$ cat src/rtl/irq_cause_pkg.sv
// Shared definitions for the interrupt cause unit: register offsets and
// the one-hot strobe bundle produced by the register decoder.
package irq_cause_pkg;

    localparam int REG_OFS_W = 3;

    typedef enum logic [REG_OFS_W-1:0] {
        OFS_CTRL   = 3'd0,
        OFS_CAUSE  = 3'd1,
        OFS_MASKED = 3'd2,
        OFS_SET    = 3'd3,
        OFS_MASK   = 3'd4,
        OFS_MSET   = 3'd5,
        OFS_MCLR   = 3'd6,
        OFS_SPARE  = 3'd7
    } reg_ofs_e;

    typedef struct packed {
        logic ctrl;
        logic cause;
        logic masked;
        logic set;
        logic mask;
        logic mset;
        logic mclr;
    } reg_sel_t;

endpackage

$ cat src/rtl/irq_reg_decode.sv
// Turns the bus strobes and word offset into one-hot per-register read and
// write selects. Assumes at most one strobe of each kind per cycle.
module irq_reg_decode
    import irq_cause_pkg::*;
(
    input  logic                 reg_wr,
    input  logic                 reg_rd,
    input  logic [REG_OFS_W-1:0] reg_addr,
    output reg_sel_t             wr_sel,
    output reg_sel_t             rd_sel
);

    reg_sel_t hit;

    // Purpose: map the offset onto a single register select.
    always_comb begin
        hit = '0;
        case (reg_ofs_e'(reg_addr))
            OFS_CTRL:   hit.ctrl   = 1'b1;
            OFS_CAUSE:  hit.cause  = 1'b1;
            OFS_MASKED: hit.masked = 1'b1;
            OFS_SET:    hit.set    = 1'b1;
            OFS_MASK:   hit.mask   = 1'b1;
            OFS_MSET:   hit.mset   = 1'b1;
            OFS_MCLR:   hit.mclr   = 1'b1;
            default:    hit        = '0;
        endcase
    end

    // Purpose: qualify the select with each strobe.
    always_comb begin
        wr_sel = reg_wr ? hit : '0;
        rd_sel = reg_rd ? hit : '0;
    end

    // an access never selects more than one register.
    always_comb begin
        p_sel_onehot_r7: assert ($onehot0(wr_sel) && $onehot0(rd_sel));
    end

endmodule

$ cat src/rtl/irq_mask_bank.sv
// Mask vector with a direct write port and bitwise set and clear aliases.
// Assumes only one of the three write selects is high in any cycle.
module irq_mask_bank #(
    parameter int WIDTH = 32
) (
    input  logic             clk,
    input  logic             rst_n,
    input  logic             wr_direct,
    input  logic             wr_set,
    input  logic             wr_clr,
    input  logic [WIDTH-1:0] wdata,
    output logic [WIDTH-1:0] mask_q
);

    // Purpose: update the mask from whichever write port is active.
    always_ff @(posedge clk) begin
        if (!rst_n)
            mask_q <= '0;
        else if (wr_direct)
            mask_q <= wdata;
        else if (wr_set)
            mask_q <= mask_q | wdata;
        else if (wr_clr)
            mask_q <= mask_q & ~wdata;
    end

    genvar gi;
    generate
        for (gi = 0; gi < WIDTH; gi++) begin : g_chk
            p_mset_r7: assert property (@(posedge clk) disable iff (!rst_n)
                (wr_set && wdata[gi]) |=> mask_q[gi]);
            p_mclr_r7: assert property (@(posedge clk) disable iff (!rst_n)
                (wr_clr && wdata[gi]) |=> !mask_q[gi]);
        end
    endgenerate

endmodule

$ cat src/rtl/irq_cause_cell.sv
// One cause bit. A hardware event or a software set makes it 1. The clear
// request that applies depends on the bit's mode: write-one-clear when
// cor_mode is 0, clear-on-read when cor_mode is 1. An event always beats a
// clear arriving in the same cycle.
module irq_cause_cell (
    input  logic clk,
    input  logic rst_n,
    input  logic evt,
    input  logic set_req,
    input  logic wclr_req,
    input  logic rclr_req,
    input  logic cor_mode,
    output logic cause_q
);

    logic clr;

    // Purpose: pick the clear source that matches this bit's mode.
    always_comb clr = cor_mode ? rclr_req : wclr_req;

    // Purpose: hold the cause bit; setting beats clearing.
    always_ff @(posedge clk) begin
        if (!rst_n)
            cause_q <= 1'b0;
        else
            cause_q <= evt | set_req | (cause_q & ~clr);
    end

    p_evt_wins_r9: assert property (@(posedge clk) disable iff (!rst_n)
        evt |=> cause_q);
    p_cor_clear_r4: assert property (@(posedge clk) disable iff (!rst_n)
        (rclr_req && cor_mode && !evt && !set_req) |=> !cause_q);
    p_w1c_clear_r3: assert property (@(posedge clk) disable iff (!rst_n)
        (wclr_req && !cor_mode && !evt && !set_req) |=> !cause_q);
    p_hold_r2: assert property (@(posedge clk) disable iff (!rst_n)
        (cause_q && !wclr_req && !rclr_req) |=> cause_q);

endmodule

$ cat src/rtl/irq_cause_regs.sv
// Register-mapped interrupt cause and mask unit. It provides seven word
// registers (control, cause, masked cause, cause set, mask, mask set,
// mask clear) and one interrupt output. Read data is combinational in the
// strobe cycle, and clear-on-read acts at the end of that cycle.
// Assumes NUM_SRC <= DATA_W.
module irq_cause_regs
    import irq_cause_pkg::*;
#(
    parameter int NUM_SRC = 32,
    parameter int DATA_W  = 32
) (
    input  logic                 clk,
    input  logic                 rst_n,
    input  logic                 reg_wr,
    input  logic                 reg_rd,
    input  logic [REG_OFS_W-1:0] reg_addr,
    input  logic [DATA_W-1:0]    reg_wdata,
    output logic [DATA_W-1:0]    reg_rdata,
    input  logic [NUM_SRC-1:0]   hw_event,
    output logic                 irq_out
);

    localparam int SRC_W = NUM_SRC;

    reg_sel_t            wr_sel;
    reg_sel_t            rd_sel;
    logic [SRC_W-1:0]    wdata_src;
    logic [SRC_W-1:0]    ctrl_q;
    logic [SRC_W-1:0]    cause_q;
    logic [SRC_W-1:0]    mask_q;
    logic [SRC_W-1:0]    pending;
    logic [SRC_W-1:0]    rd_src;

    assign wdata_src = reg_wdata[SRC_W-1:0];

    irq_reg_decode u_decode (
        .reg_wr   (reg_wr),
        .reg_rd   (reg_rd),
        .reg_addr (reg_addr),
        .wr_sel   (wr_sel),
        .rd_sel   (rd_sel)
    );

    irq_mask_bank #(.WIDTH(SRC_W)) u_mask (
        .clk       (clk),
        .rst_n     (rst_n),
        .wr_direct (wr_sel.mask),
        .wr_set    (wr_sel.mset),
        .wr_clr    (wr_sel.mclr),
        .wdata     (wdata_src),
        .mask_q    (mask_q)
    );

    // Purpose: per-bit clear mode register.
    always_ff @(posedge clk) begin
        if (!rst_n)
            ctrl_q <= '0;
        else if (wr_sel.ctrl)
            ctrl_q <= wdata_src;
    end

    // Purpose: causes that survive the mask.
    always_comb pending = cause_q & ~mask_q;

    genvar gi;
    generate
        for (gi = 0; gi < SRC_W; gi++) begin : g_src
            logic wclr;
            logic rclr;
            // Purpose: clear requests seen by this bit from writes and reads.
            always_comb begin
                wclr = (wr_sel.cause  && wdata_src[gi]) ||
                       (wr_sel.masked && wdata_src[gi] && !mask_q[gi]);
                rclr = (rd_sel.cause  && cause_q[gi]) ||
                       (rd_sel.masked && pending[gi]);
            end
            irq_cause_cell u_cell (
                .clk      (clk),
                .rst_n    (rst_n),
                .evt      (hw_event[gi]),
                .set_req  (wr_sel.set && wdata_src[gi]),
                .wclr_req (wclr),
                .rclr_req (rclr),
                .cor_mode (ctrl_q[gi]),
                .cause_q  (cause_q[gi])
            );
        end
    endgenerate

    // Purpose: read mux; write-only, alias and spare offsets return zero.
    always_comb begin
        rd_src = '0;
        if (rd_sel.ctrl)   rd_src = ctrl_q;
        if (rd_sel.cause)  rd_src = cause_q;
        if (rd_sel.masked) rd_src = pending;
        if (rd_sel.mask)   rd_src = mask_q;
        reg_rdata = '0;
        reg_rdata[SRC_W-1:0] = rd_src;
    end

    // Purpose: aggregate interrupt line.
    always_comb irq_out = |pending;

    p_irq_read_r8: assert property (@(posedge clk) disable iff (!rst_n)
        (rd_sel.masked && (reg_rdata != '0)) |-> irq_out);
    p_ctrl_hold_r10: assert property (@(posedge clk) disable iff (!rst_n)
        !wr_sel.ctrl |=> $stable(ctrl_q));
    p_mask_hold_r7: assert property (@(posedge clk) disable iff (!rst_n)
        !(wr_sel.mask || wr_sel.mset || wr_sel.mclr) |=> $stable(mask_q));

endmodule

$ cat config.mk
export PLATFORM = sky130hd
export DESIGN_NAME = irq_cause_regs
export DESIGN_NICKNAME = d
export VERILOG_FILES = /design/src/rtl/irq_cause_pkg.sv /design/src/rtl/irq_reg_decode.sv /design/src/rtl/irq_mask_bank.sv /design/src/rtl/irq_cause_cell.sv /design/src/rtl/irq_cause_regs.sv
export SDC_FILE = /design/constraint.sdc
export NUM_CORES = 1
export LEC_CHECK = 0
export BUFFER_PORTS_ARGS = -buffer_cell sky130_fd_sc_hd__buf_2
export CAP_MARGIN = 15
export CORE_MARGIN = 2
export CORE_UTILIZATION = 34
export CTS_CLUSTER_DIAMETER = 200
export DETAILED_ROUTE_END_ITERATION = 12
export MAX_ROUTING_LAYER = met4
export SLEW_MARGIN = 20
export SYNTH_ARGS = -nofsm -noshare
export SYNTH_HDL_FRONTEND = slang
export SYNTH_HIERARCHICAL = 1
export SYNTH_SLANG_ARGS = --single-unit
$ cat constraint.sdc
create_clock -name clk -period 4 [get_ports clk]
set_clock_uncertainty 0.05 [all_clocks]
set_input_delay 0 -clock clk [delete_from_list [all_inputs] [get_ports clk]]
set_output_delay 0 -clock clk [all_outputs]
set_load 0.01 [all_outputs]
=== Word-level counts from Yosys, hierarchy flattened ===
Index checks and enable logic that the tools add are counted.
Widths: inputs -> output; s select.

* Equality and inequality tests: 6
* Mux-type cells: 48
* Bitwise gates (word level): 133
* Reductions and logical operators: 291

{| class="wikitable"
|+ Operators by type and width
! operator !! number
|-
| $mux 32 || 7
|-
| $logic_and 1x1->1 || 192
|-
| $and 32x32->32 || 2
|-
| $logic_or 1x1->1 || 64
|-
| $not 32->32 || 2
|-
| $or 1x1->1 || 64
|-
| $mux 1 || 39
|-
| $and 1x1->1 || 32
|-
| $logic_not 1->1 || 32
|-
| $not 1->1 || 32
|-
| $or 32x32->32 || 1
|-
| $reduce_or 32->1 || 1
|-
| $mux 7 || 2
|-
| $eq 3x3->1 const B || 3
|-
| $eq 3x2->1 const B || 2
|-
| $eq 3x1->1 const B || 1
|-
| $logic_not 3->1 || 1
|-
| $reduce_bool 3->1 || 1
|}

* Flip-flop bits (word level): 96
* Bits of input ports: 71
* Output and inout bits: 33
* Logic and storage cells: 512

=== Logic depth before layout (Yosys ltp) ===
* Word-level depth: 10
* Mapped depth: 8
* Gate-level depth less buffers: 5

=== Hierarchy ===
The synthesis kept the hierarchy.

{| class="wikitable"
|+ Modules (own cells, without submodules)
! module !! times used !! cells each !! area an instance (sq um) !! sequential area each (sq um)
|-
| irq_cause_regs || 1 || 466 || 3,575.9 || 640.6
|-
| irq_cause_cell || 32 || 5 || 52.6 || 20.0
|-
| irq_mask_bank || 1 || 174 || 1,566.5 || 640.6
|-
| irq_reg_decode || 1 || 17 || 214.0 || 0.0
|}

=== Least setup slack after synthesis ===
OpenSTA, ideal clock, no wires.

* Kind: in2reg
* Start: input reg_addr[1]
* End: register g_src[10].u_cell.cause_q
* Library setup time: 0.067 ns
* Arrival time: 1.254 ns
* Required time: 3.883 ns
* Path slack: 2.629 ns
* Stages: 8
* Buffers on the path: 3
* Cell sequence: buf_6 -> and4bb_2 -> buf_6 -> buf_6 -> nor2b_1 -> o21a_1 -> mux2_4 -> o21ai_2

{| class="wikitable"
|+ RTL lines
! element !! RTL line !! source
|-
| from (decl) || irq_cause_regs.sv:16 || <nowiki>input logic [REG_OFS_W-1:0] reg_addr,</nowiki>
|-
| to (signal assigned) || irq_cause_cell.sv:26 || <nowiki>cause_q <= evt | set_req | (cause_q & ~clr);</nowiki>
|-
| to (decl) || irq_cause_cell.sv:13 || <nowiki>output logic cause_q</nowiki>
|}

==> results.py <==
metrics = {
    "yosys": {
        "syn_avg_cell_area_sq_um": 8.605,
        "synth_cells": 814,
        "synth_nets": 885,
        "syn_area_sq_mm": 0.007004,
        "yosys_warnings": 6,
    },
    "clock_network": {
        "path_clk_slew_ns": 0.07,
        "htreeDepth": 3,
        "numCtsBuffers": 9,
        "insertion_delay_ns": 0.36,
        "clock_path_buffers": 2,
        "root_buffer": "clkbuf_16",
        "cts_sinks": 96,
        "cts_tree": "built",
    },
    "placed_design": {
        "dp_slack_ns": 1.595,
        "place_congestion": 0.8238,
        "dpl.hpwl_um": 12420,
        "port_buffers": 103,
    },
    "worst_setup_path": {
        "cp_common_cell": "buf_2",
        "ff2ff_setup_slack_ns": 2.80,
        "cp_max_fo": 33,
        "critPathKind": "in2out",
        "startpoint": "reg_addr[2]",
        "slowest_delay_ns": 0.91,
        "cp.arrival_ns": 2.34,
        "cpMaxStageDelayCell": "nor2b_4",
        "worstPathCellList": "buf_2 -> and4bb_2 -> nor2b_4 -> a21oi_1 -> o21ai_0 -> buf_2",
        "r2r_cells": 4,
        "crit_required_ns": 3.95,
        "critPathCaptureType": "output pin",
        "start_kind": "input port",
        "crit_end": "reg_rdata[31]",
        "r2r-end": "g_src[9].u_cell/cause_q",
    },
    "grt": {
        "grt_overflow_total": 0,
        "grt_usage_pct": 18.38,
        "grt_pass1_vias": 5874,
        "grt_max_degree": 90,
        "grt_pass1_wl_um": 31080,
        "antenna_found_initial": 1,
    },
    "die": {
        "io_pins": 104,
        "start_util_pct": 34.62,
        "fp.dieH_um": 147.5,
        "num_rows": 52,
        "core_area_sq_mm": 0.02023,
        "die_x_um": 147.5,
        "dieArea_sq_mm": 0.02177,
    },
    "pwr": {
        "power_density_mw_per_mm2": 287.1,
        "leakagePower_nw": 3.450,
        "p_int_mw": 1.805,
        "power.switching_uw": 659.5,
        "ir_drop_uv": 219.3,
        "pwr-share-clk_pct": 39.7,
        "p_comb_share_pct": 17.3,
        "seqPwrFrac_pct": 43.0,
        "swShare_pct": 26.76,
    },
    "sta": {
        "maxSlewHeadroom_pct": 32.72,
        "post-route-period-util_pct": 59.84,
        "setup_ws_ns": 1.606,
        "fin_setup_tns_ns": 0,
        "finalHoldViolCount": 0,
        "period_needed_ns": 2.394,
        "setup_violations": 0,
        "drv_slew": 0,
        "worstMarginPinSlew_ns": 1.009,
        "fmax_ghz": 0.4178,
        "rsz0062_at_grt": "no",
    },
    "routing": {
        "vias": 6075,
        "viasPerCell": 4.967,
        "first_iter_violations": 303,
        "drc": 0,
        "routed_wl_um": 19330,
        "routedWlPerCell_um": 15.81,
        "antenna_left": 0,
        "drtPass1Iterations": 5,
    },
    "layout": {
        "drive_above_1_share_pct": 27.10,
        "area_growth_pct": 22.58,
        "fin_nets": 1018,
        "fillers": 2038,
    },
    "status": {
        "outcome": "finished clean",
    },
    "min_path": {
        "holdCritPathClass": "in2reg",
    },
    "job": {
        "cap_violations": 0,
    },
}
-- worst min-delay path by stage --
stage	start	to	slack [ns]	depth (start not counted)
2_1_floorplan	rst_n	ctrl_q[15]	0.08	1
3_3_place_gp	hw_event[10]	g_src[10].u_cell/cause_q	0.19	3
3_5_place_dp	hw_event[4]	g_src[4].u_cell/cause_q	0.19	3
4_1_cts	rst_n	g_src[16].u_cell/cause_q	0.24	3
5_1_grt	rst_n	g_src[20].u_cell/cause_q	0.28	3
6_report	rst_n	g_src[16].u_cell/cause_q	0.23	3
-- metal layers --
| metal | up-vias | wire, um | track usage, % |
|---|---|---|---|
| li1 | 3073 | - | - |
| met1 | 2874 | 9087 | 22.79 |
| met2 | 102 | 9267 | 30.79 |
| met3 | 26 | 637 | 3.117 |
| met4 | 0 | 342 | 5.385 |
| met5 | - | 0 | - |
-- power groups by stage --
| stage | Clock [mW] | Sequential [mW] | Combinational, mW |
|---|---|---|---|
| finish | 0.978 | 1.06 | 0.426 |
| detailed placement | 0 | 1.08 | 0.380 |
| global placement | 0 | 1.08 | 0.376 |
| CTS | 1.00 | 1.06 | 0.430 |
| global route | 1.04 | 1.07 | 0.469 |
| floorplan | 0 | 1.07 | 0.260 |
-- layout by cell type (no fill, tap or decap), types with 2 or more instances in the layout --
master	n
dlygate4sd3_1	64
nand2_1	129
a21boi_2	30
buf_4	10
and4bb_2	5
a21oi_2	4
o21ai_1	30
o21a_1	64
and4b_2	2
a21oi_1	28
nor2b_4	22
nand2b_1	32
o21ai_2	32
a21boi_0	2
nor2b_1	75
a21o_1	32
and2_1	32
o21ai_0	34
clkinv_2	2
nand4_1	8
clkbuf_8	2
mux2_4	32
mux2i_1	32
clkbuf_16	9
dfxtp_1	96
bufinv_16	2
buf_2	102
nand3b_1	32
nor4_1	2
-- critical path, delay by kind of cell --
kind	cells	cell delay, ns
simple gates	2	1.47
compound gates	2	0.48
buf+inv	2	0.38
-- through the flow --
step                utilization, %  instances  total power [mW]  hold slack, ns  cell area (sq um)
floorplan                        -        814             1.328         0.07817               7004
global placement             37.60       1142             1.458          0.1917               7607
detailed placement           37.60       1142             1.461          0.1861               7607
CTS                          42.40       1222             2.493          0.2361               8579
global route                 42.43       1223             2.578          0.2809               8586
finish                       42.43       1223             2.465          0.2350               8586
-- layout make-up --
| type | count | area (sq um) | share of cell area, % |
|---|---|---|---|
| multi-input combinational | 664 | 4766 | 55.51 |
| clock buffer | 11 | 252.7 | 2.944 |
| clock inverter | 5 | 78.83 | 0.9181 |
| antenna | 1 | 2.502 | 0.02915 |
| sequential | 96 | 1922 | 22.38 |
| tap | 270 | 337.8 | 3.935 |
| timing repair buffer | 176 | 1226 | 14.28 |
-- what timing repair did --
action,CTS,global route
setup buffers,0,0
setup endpoints to repair,0,0
hold buffers,64,0
hold endpoints to repair,96,0
resized for setup,0,0
(Power assumes the default switching activity.)
